<file path="src/rtl/ep_irq_ctl.sv">
module ep_irq_ctl #(
  parameter int NUM_EP    = 8,
  parameter int DATA_W    = 32,
  parameter int ADDR_W    = 4,
  parameter int MASK_ADDR = 0,
  parameter int STAT_ADDR = 1
) (
  input  logic              clk,
  input  logic              rst_n,
  input  logic [NUM_EP-1:0] ev_pulse,
  input  logic              wr_en,
  input  logic              rd_en,
  input  logic [ADDR_W-1:0] addr,
  input  logic [DATA_W-1:0] wdata,
  output logic [DATA_W-1:0] rdata,
  output logic              irq
);

  logic [NUM_EP-1:0] mask_q;
  logic [NUM_EP-1:0] stat_q;
  logic [DATA_W-1:0] rd_mux;

  wire sel_mask = (addr == MASK_ADDR[ADDR_W-1:0]);
  wire sel_stat = (addr == STAT_ADDR[ADDR_W-1:0]);
  wire [NUM_EP-1:0] wbits = wdata[NUM_EP-1:0];
  wire unused_wdata_hi = ^wdata[DATA_W-1:NUM_EP];

  wire [NUM_EP-1:0] set_v = ev_pulse & ~mask_q;
  wire [NUM_EP-1:0] clr_v = (wr_en && sel_stat) ? wbits : '0;

  always_ff @(posedge clk) begin
    if (!rst_n)
      mask_q <= '1;
    else if (wr_en && sel_mask)
      mask_q <= wbits;
  end

  always_ff @(posedge clk) begin
    if (!rst_n)
      stat_q <= '0;
    else
      stat_q <= (stat_q & ~clr_v) | set_v;
  end

  always_comb begin
    rd_mux = '0;
    if (sel_mask)
      rd_mux[NUM_EP-1:0] = mask_q;
    else if (sel_stat)
      rd_mux[NUM_EP-1:0] = stat_q;
  end

  always_ff @(posedge clk) begin
    if (!rst_n)
      rdata <= '0;
    else if (rd_en)
      rdata <= rd_mux;
  end

  assign irq = |stat_q;

endmodule


</file>
<file path="config.mk">
export PLATFORM = sky130hd
export DESIGN_NAME = ep_irq_ctl
export DESIGN_NICKNAME = d
export VERILOG_FILES = /design/src/rtl/ep_irq_ctl.sv
export SDC_FILE = /design/constraint.sdc
export NUM_CORES = 1
export LEC_CHECK = 0
export BUFFER_PORTS_ARGS = -buffer_cell sky130_fd_sc_hd__clkbuf_2
export CORE_ASPECT_RATIO = 0.7
export CORE_UTILIZATION = 44
export DETAILED_ROUTE_END_ITERATION = 6
export PLACE_DENSITY_LB_ADDON = 0.1
export RECOVER_POWER = 50
export SYNTH_ARGS = -nofsm -noshare
export SYNTH_HDL_FRONTEND = slang
export SYNTH_SLANG_ARGS = --single-unit
</file>
<file path="constraint.sdc">
create_clock -name clk -period 3.45 [get_ports clk]
set_input_delay 0.69 -clock clk [delete_from_list [all_inputs] [get_ports clk]]
set_output_delay 0.69 -clock clk [all_outputs]
set_load 0.02 [all_outputs]
</file>
==> metrics.cfg, run 1 <==
[finish]
syn2layout_area_growth_pct=10.4
layout-drive-gt1-share_pct=23.9
fillCellCount=262
final_cells=193
final_nets=208
final_util_pct=52.7
diodes=0
final_cell_mix=conb_1 (24), dfxtp_1 (24), clkbuf_2 (23), clkbuf_1 (10)

[detailed_routing]
wire_per_inst_um=13.9
totalWireLength_um=2690
dr.pass1.iters=4
drt_iter0_markers=61
vias_per_cell=5.02
ant_nets=0
route.detailed.drc=0
num_vias=969

[synthesis]
syn_area_um2=1200
yosys_warnings=0
postSynthAreaPerCell_um2=9.23
synth-seq-area-share_pct=40.0
synth_cell_types=18
synth_cells=130
synth_seq_cells=24

[setup_path]
path_cells=clkbuf_1, nor4b_4, clkbuf_1, and3_1, a221o_1
ff2ff_path_depth=2
crit_slowest_cell=and3_1
startpoint_type=input pin
required_ps=3670
cp_slowest_stage_delay_ps=480
cp-end-kind=flop
rrSetupSlack_ps=2620
cp_common_cell=clkbuf_1
worst-path-max-fanout=9
path_class=input pin to flop
critPathArrivalTime_ps=2220

[flow_run]
drv_cap=0

[clock_network]
clock_latency_ps=270
post_cts_buffers=0
htree_levels=1
clk_pin_slew_ps=90
cts.path.max_buffers=2
cts_buffers=3
cts_hold_buf=0
cts_tree=done
cts_root_buffer=clkbuf_8
cts_sinks=24
cts-resized-gates=0

[power]
power_density_nw_per_um2=412
p_leak_nw=0.639
ir_drop_mv=0.190

[sta]
final-setup-viol-count=0
setup-tns-final_ps=0
min_period_ps=2010
max_slew_margin_pct=63.3
fmax_mhz=498
fin_worst_skew_ps=3.50
rsz0062_at_grt=false
finalCritPeriodShare_pct=58.2
worstMarginPinSlew_ps=549
hold_viol_final=0
report.final.slew_viol_count=0

[placed_design]
place.gp.congestion=0.696
io_buffers=32
dpl.hpwl_um=1910
place_inst=189

[die]
design.die.area_um2=2940
dieHeight_um=45.7
core_area_um2=2510
rows=15
fp.dieW_um=64.4
floorplan.initialDensity_pct=47.7
ios=81

[global_routing]
grt_max_degree=28
track_usage_pct=19.1
grt_pass1_vias=882
grt_pass1_wl_um=4100
grt_overflow=0
antenna_found_initial=0

[outcome]
status=complete, no violations

[hold_path]
timing.hold.worst.class=flop to flop
holdPathStages=1

-- flip-flops by register name (all words and copies together) (netlist names) --
| register | cells |
|---|---|
| stat_q | 8 |
| rdata | 8 |
| mask_q | 8 |
-- logic make-up after synthesis --
group | synth area share, %
compound gates | 21.7
simple gates | 17.2
other cells | 0.313
buf+inv | 20.8
flops | 40.0
-- per-layer routing --
metal / vias to the layer above / share of wire (%) / track usage [%]
met3: 0 / 7.0 / 6.75
met5: - / 0 / 0
met1: 457 / 48 / 25.0
met4: 0 / 0 / 2.67
li1: 473 / - / -
met2: 39 / 45 / 31.4
-- power breakdown --
| group | leakage [nW] | switching (mW) | internal (mW) |
|---|---|---|---|
| Combinational | 0.415 | 0.0508 | 0.0181 |
| Sequential | 0.194 | 0.00284 | 0.282 |
| Clock | 0.0288 | 0.0905 | 0.102 |
-- cell usage after synthesis --
cell type | n | area [um^2]
a31oi_1 | 8 | 50.1
clkbuf_1 | 5 | 18.8
and3_1 | 2 | 12.5
conb_1 | 1 | 3.75
nor4_4 | 1 | 21.3
nand3_1 | 8 | 40.0
and2_1 | 9 | 56.3
nand2_1 | 9 | 33.8
nor4_1 | 2 | 12.5
a221o_1 | 8 | 80.1
buf_2 | 1 | 5.00
dfxtp_1 | 24 | 480
nor2b_1 | 1 | 6.26
a31o_2 | 8 | 70.1
o211ai_1 | 8 | 60.1
buf_4 | 26 | 195
inv_1 | 8 | 30.0
nor4b_4 | 1 | 23.8
-- critical path: cells and delay by family --
family,cells,cell delay [ps]
AO/OA/AOI/OAI,1,220
AND/OR/NAND/NOR,2,760
buffers and inverters,2,550
-- final timing paths --
check / startpoint / end
min: mask_q[5] / rdata[5]
min reg2reg: mask_q[5] / rdata[5]
max: addr[3] / rdata[7]
max reg2reg: rdata[7] / rdata[7]
-- area by class of cell --
type	instances	area [um^2]	share of cell area, %
Sequential cell	24	480	36.3
Clock buffer	4	55.1	4.15
Timing Repair Buffer	34	160	12.1
Tap cell	34	42.5	3.21
Multi-Input combinational cell	89	557	42.0
Inverter	8	30.0	2.27
-- metrics by stage --
step / hold WS, ps / setup slack, ps / cell area, um^2 / total power, mW
floorplan: 455 / 1800 / 1290 / 0.356
global placement: 464 / 1440 / 1280 / 0.359
detailed placement: 465 / 1420 / 1280 / 0.360
CTS: 485 / 1570 / 1340 / 0.551
global route: 513 / 1410 / 1330 / 0.573
finish: 484 / 1440 / 1330 / 0.546
Power figures use the tool's default switching activity.
==> run 2: changes to the inputs <==
--- a/config.mk
+++ b/config.mk
@@ -7,7 +7,7 @@
 export LEC_CHECK = 0
 export BUFFER_PORTS_ARGS = -buffer_cell sky130_fd_sc_hd__clkbuf_2
 export CORE_ASPECT_RATIO = 0.7
-export CORE_UTILIZATION = 44
+export CORE_UTILIZATION = 41
 export DETAILED_ROUTE_END_ITERATION = 6
 export PLACE_DENSITY_LB_ADDON = 0.1
 export RECOVER_POWER = 50
==> constraint.sdc (replaced) <==
create_clock -name clk -period 2 [get_ports clk]
set_input_delay 0.4 -clock clk [delete_from_list [all_inputs] [get_ports clk]]
set_output_delay 0.4 -clock clk [all_outputs]
set_load 0.02 [all_outputs]
==> metrics.cfg, run 2 (synthesis gave the netlist of run 1 again) <==
[outcome]
status=complete, no violations

[detailed_routing]
totalWireLength_um=2640
vias_per_cell=4.97
ant_nets=0
route.detailed.drc=0
dr.pass1.iters=6
wl_met1_um=1280
drt_iter0_markers=52
wl_met3_um=188
wl_met2_um=1150
highest_layer=met4
wire_per_inst_um=13.4
num_vias=980

[finish]
reg_top3=mask_q x8, rdata x8, stat_q x8
final_cell_mix=conb_1 (24), dfxtp_1 (24), clkbuf_2 (23), clkbuf_1 (10)
syn2layout_area_growth_pct=10.6
diodes=0
final_nets=210
layout-drive-gt1-share_pct=24.2
fin_area_um2=1330

[clock_network]
cts.path.max_buffers=2
clk_pin_slew_ps=80
cts_buffers=3
htree_levels=1
cts_sinks=24
cts-resized-gates=0
post_cts_buffers=0
cts_root_buffer=clkbuf_8
clock_latency_ps=260
cts_hold_buf=0
cts_tree=done

[setup_path]
critPathArrivalTime_ps=1170
startpoint_type=flop
cp-end-kind=output port
required_ps=1600
worst-path-max-fanout=3
crit_slowest_cell=dfxtp_1
cp_slowest_stage_delay_ps=340
path_cells=nor4_1, nand2_1, clkbuf_2
path_class=flop to output port

[die]
floorplan.initialDensity_pct=43.1
core_area_um2=2780
ios=81
design.die.area_um2=3150
dieHeight_um=47.3
fp.dieW_um=66.7
rows=16

[sta]
report.final.slew_viol_count=0
rsz0062_at_grt=false
finalCritPeriodShare_pct=78.5
setup-tns-final_ps=0
hold_viol_final=0
final-setup-viol-count=0
fin_worst_skew_ps=3.27
fmax_mhz=637
min_period_ps=1570

[flow_run]
drv_cap=0

[global_routing]
grt_pass1_wl_um=3900
grt_pass1_vias=823
antenna_found_initial=0
grt_overflow=0
grt_max_degree=19
track_usage_pct=17.4

[placed_design]
place.gp.congestion=0.674
dpl.hpwl_um=1910
placed_cell_area_um2=1300
io_buffers=32

[power]
p_leak_nw=0.642
power_density_nw_per_um2=704
ir_drop_mv=0.292

[hold_path]
timing.hold.worst.class=input pin to flop

==> run 2: cell type report <==
cell class / instances / area, um^2
repair buffers: 36 / 175
multi-input cells: 89 / 542
fillers: 305 / 1460
well taps: 36 / 45.0
flip-flops and latches: 24 / 480
clock buffers: 4 / 55.1
inverters: 8 / 30.0
==> run 2: power breakdown <==
part | internal [mW] | leakage, nW | switching, mW | total, mW
sequential | 0.486 | 0.194 | 0.00499 | 0.491
combinational | 0.0327 | 0.419 | 0.0852 | 0.118
clock | 0.176 | 0.0288 | 0.151 | 0.326
total | 0.694 | 0.642 | 0.241 | 0.935
==> run 2: stage by stage <==
step	hold slack (ps)	util, %	std cells	setup WS [ps]	power, mW
4_1_cts	363	48.8	197	377	0.949
2_1_floorplan	455	-	153	637	0.614
6_report	364	47.7	197	429	0.935
3_3_place_gp	460	46.8	193	404	0.622
3_5_place_dp	472	46.8	193	404	0.623
5_1_grt	356	47.7	197	326	0.978
==> run 2: metal layers <==
layer,track usage (%),vias up
met1,22.6,458
met5,0,-
met3,6.07,2
li1,-,480
met2,28.1,40
met4,3.83,0
==> run 2: worst paths after layout <==
path | startpoint | end | slack (ps) | cells after the start
setup / recovery | stat_q[5] | irq | 430 | 3
hold / removal | ev_pulse[7] | stat_q[7] | 360 | 2
setup reg to reg | rdata[3] | rdata[3] | 1200 | 2
hold reg to reg | mask_q[6] | rdata[6] | 490 | 1
==> run 2: critical path: cells and delay by family, from the launching register on <==
| kind | cells | cell delay, ps |
|---|---|---|
| buf+inv | 1 | 160 |
| flops | 1 | 340 |
| simple gates | 2 | 410 |
==> run 3: changes to the inputs <==
--- a/config.mk
+++ b/config.mk
@@ -5,9 +5,10 @@
 export SDC_FILE = /design/constraint.sdc
 export NUM_CORES = 1
 export LEC_CHECK = 0
+export ABC_AREA = 1
 export BUFFER_PORTS_ARGS = -buffer_cell sky130_fd_sc_hd__clkbuf_2
 export CORE_ASPECT_RATIO = 0.7
-export CORE_UTILIZATION = 41
+export CORE_UTILIZATION = 42
 export DETAILED_ROUTE_END_ITERATION = 6
 export PLACE_DENSITY_LB_ADDON = 0.1
 export RECOVER_POWER = 50
==> constraint.sdc (replaced) <==
create_clock -name clk -period 1.6 [get_ports clk]
set_input_delay 0.32 -clock clk [delete_from_list [all_inputs] [get_ports clk]]
set_output_delay 0.32 -clock clk [all_outputs]
set_load 0.02 [all_outputs]
==> metrics.cfg, run 3 <==
[outcome]
status=complete, no violations

[detailed_routing]
drt_iter0_markers=67
totalWireLength_um=2660
num_vias=1171
route.detailed.drc=0
dr.pass1.iters=4
wire_per_inst_um=10.8
ant_nets=0
vias_per_cell=4.74

[die]
ios=81
dieHeight_um=48.8
rows=16
core_area_um2=2880
floorplan.initialDensity_pct=45.6
fp.dieW_um=68.9
design.die.area_um2=3360

[finish]
diodes=0
final_common_cell=clkbuf_2
final_cell_mix=clkbuf_2 (32), nand2_1 (31), nor2_1 (26), conb_1 (24), dfxtp_1 (24)
final_util_pct=49.7
syn2layout_area_growth_pct=8.85
layout-drive-gt1-share_pct=22.3
final_nets=261
reg_top3=mask_q x8, rdata x8, stat_q x8

[placed_design]
place.gp.congestion=0.789
io_buffers=32
preCtsSetupSlack_ps=345
dpl.hpwl_um=2010

[clock_network]
htree_levels=1
cts.path.max_buffers=2
cts_tree=done
clock_latency_ps=270
cts_buffers=3
post_cts_buffers=0
cts_root_buffer=clkbuf_8
cts_sinks=24
clk_pin_slew_ps=80

[synthesis]
synth_area_leaders=dfxtp_1 (37%), buf_4 (15%), nand2_1 (8.8%), nor2_1 (7.1%), inv_1 (5.4%)
synth_cell_types=22
synth_top_area_share_pct=36.5
yosysTopAreaCell=dfxtp_1
yosys_warnings=0
synth-seq-area-share_pct=36.5
synth_seq_cells=24
postSynthAreaPerCell_um2=7.31
synth_most_common_cell=nand2_1
synth_cells=180
synthArstFlopShare_pct=0
synth-edff-count=0
syn_area_um2=1320
synth-main-ff-cell=dfxtp_1
synthTopCellsByCount=nand2_1 (31), buf_4 (26), nor2_1 (25)

[sta]
min_period_ps=1500
worst_slack_ps=103
finalCritPeriodShare_pct=93.5
setup-tns-final_ps=0
report.final.slew_viol_count=0
final-setup-viol-count=0
fmax_mhz=668
rsz0062_at_grt=false
fin_worst_skew_ps=1.65
worstMarginPinSlew_ps=688
hold_viol_final=0
max_slew_margin_pct=54.1

[hold_path]
min_from=ev_pulse[6]
hold_path_end=stat_q[6]
holdPathStages=3
timing.hold.worst.class=input pin to flop

[global_routing]
track_usage_pct=17.5
grt_overflow=0
grt_max_degree=17
antenna_found_initial=0
grt_pass1_vias=1020
grt_pass1_wl_um=4420

[setup_path]
critical_path_buf_inv_count=1
crit_cells=3
ff2ff_path_depth=4
worst-path-max-fanout=3
crit_family=simple AND/OR/NAND/NOR gates
rrSetupSlack_ps=810
r2r-end=rdata[2]
path_class=flop to output port
rr_startpoint=stat_q[2]
cp-end-kind=output port
critPathArrivalTime_ps=1180
cp_slowest_stage_delay_ps=350
crit_slowest_cell=dfxtp_1
startpoint_type=flop
required_ps=1280
path_cells=nor4_2, nand2_1, clkbuf_2

[power]
p_leak_nw=0.776
ir_drop_mv=0.436
power_density_nw_per_um2=829

[flow_run]
drv_cap=0

==> run 3: metrics by stage <==
step | total power [mW] | cells | area [um^2] | hold WS [ps]
after floorplan | 0.826 | 203 | 1400 | 429
after global placement | 0.844 | 244 | 1410 | 470
after detailed placement | 0.845 | 244 | 1410 | 473
after CTS | 1.21 | 247 | 1450 | 263
after global routing | 1.26 | 247 | 1430 | 270
final | 1.19 | 247 | 1430 | 270
==> run 3: logic make-up (layout without fill, tap and decap cells) <==
| group | after synthesis | after routing | synth area share [%] |
|---|---|---|---|
| compound gates | 24 | 24 | 11.4 |
| buf+inv | 51 | 59 | 23.3 |
| flops | 24 | 24 | 36.5 |
| other cells | 1 | 24 | 0.285 |
| simple gates | 80 | 80 | 28.4 |
==> run 3: routing by layer <==
metal  global-route usage (%)  wire, um  part of all wire [%]
met3                     5.61       184                   6.9
met2                     27.8      1170                    44
met4                     5.10        25                  0.94
met5                        0         0                     0
met1                     22.4      1280                    48
==> run 3: what timing repair did <==
item / 4_1_cts / 5_1_grt
hold buffers: 0 / 0
setup endpoints to repair: 0 / 1
resized for setup: 0 / 1
==> run 3: tightest hold or removal path, stage by stage <==
cell,delay (ps)
clkbuf_2,80
nand2_1,50
a21oi_1,50
==> run 3: power by group <==
group          internal [mW]  total [mW]  switching, mW
clock network          0.169       0.359          0.191
registers              0.615       0.624        0.00873
logic                 0.0585       0.203          0.145
==> run 3: worst max-delay path by stage <==
stage | start | endpoint | slack [ps]
after floorplan | addr[3] | mask_q[0] | 530
after CTS | stat_q[5] | irq | 40
final | stat_q[5] | irq | 100
after detailed placement | addr[1] | mask_q[3] | 350
after global routing | stat_q[5] | irq | 20
after global placement | stat_q[5] | irq | 360
==> run 3: final cells by class <==
cell class              count  area [um^2]
flip-flops and latches     24          480
inverters                  19         71.3
multi-input cells         128          599
repair buffers             37          194
well taps                  36         45.0
fillers                   319         1450
clock buffers               3         41.3
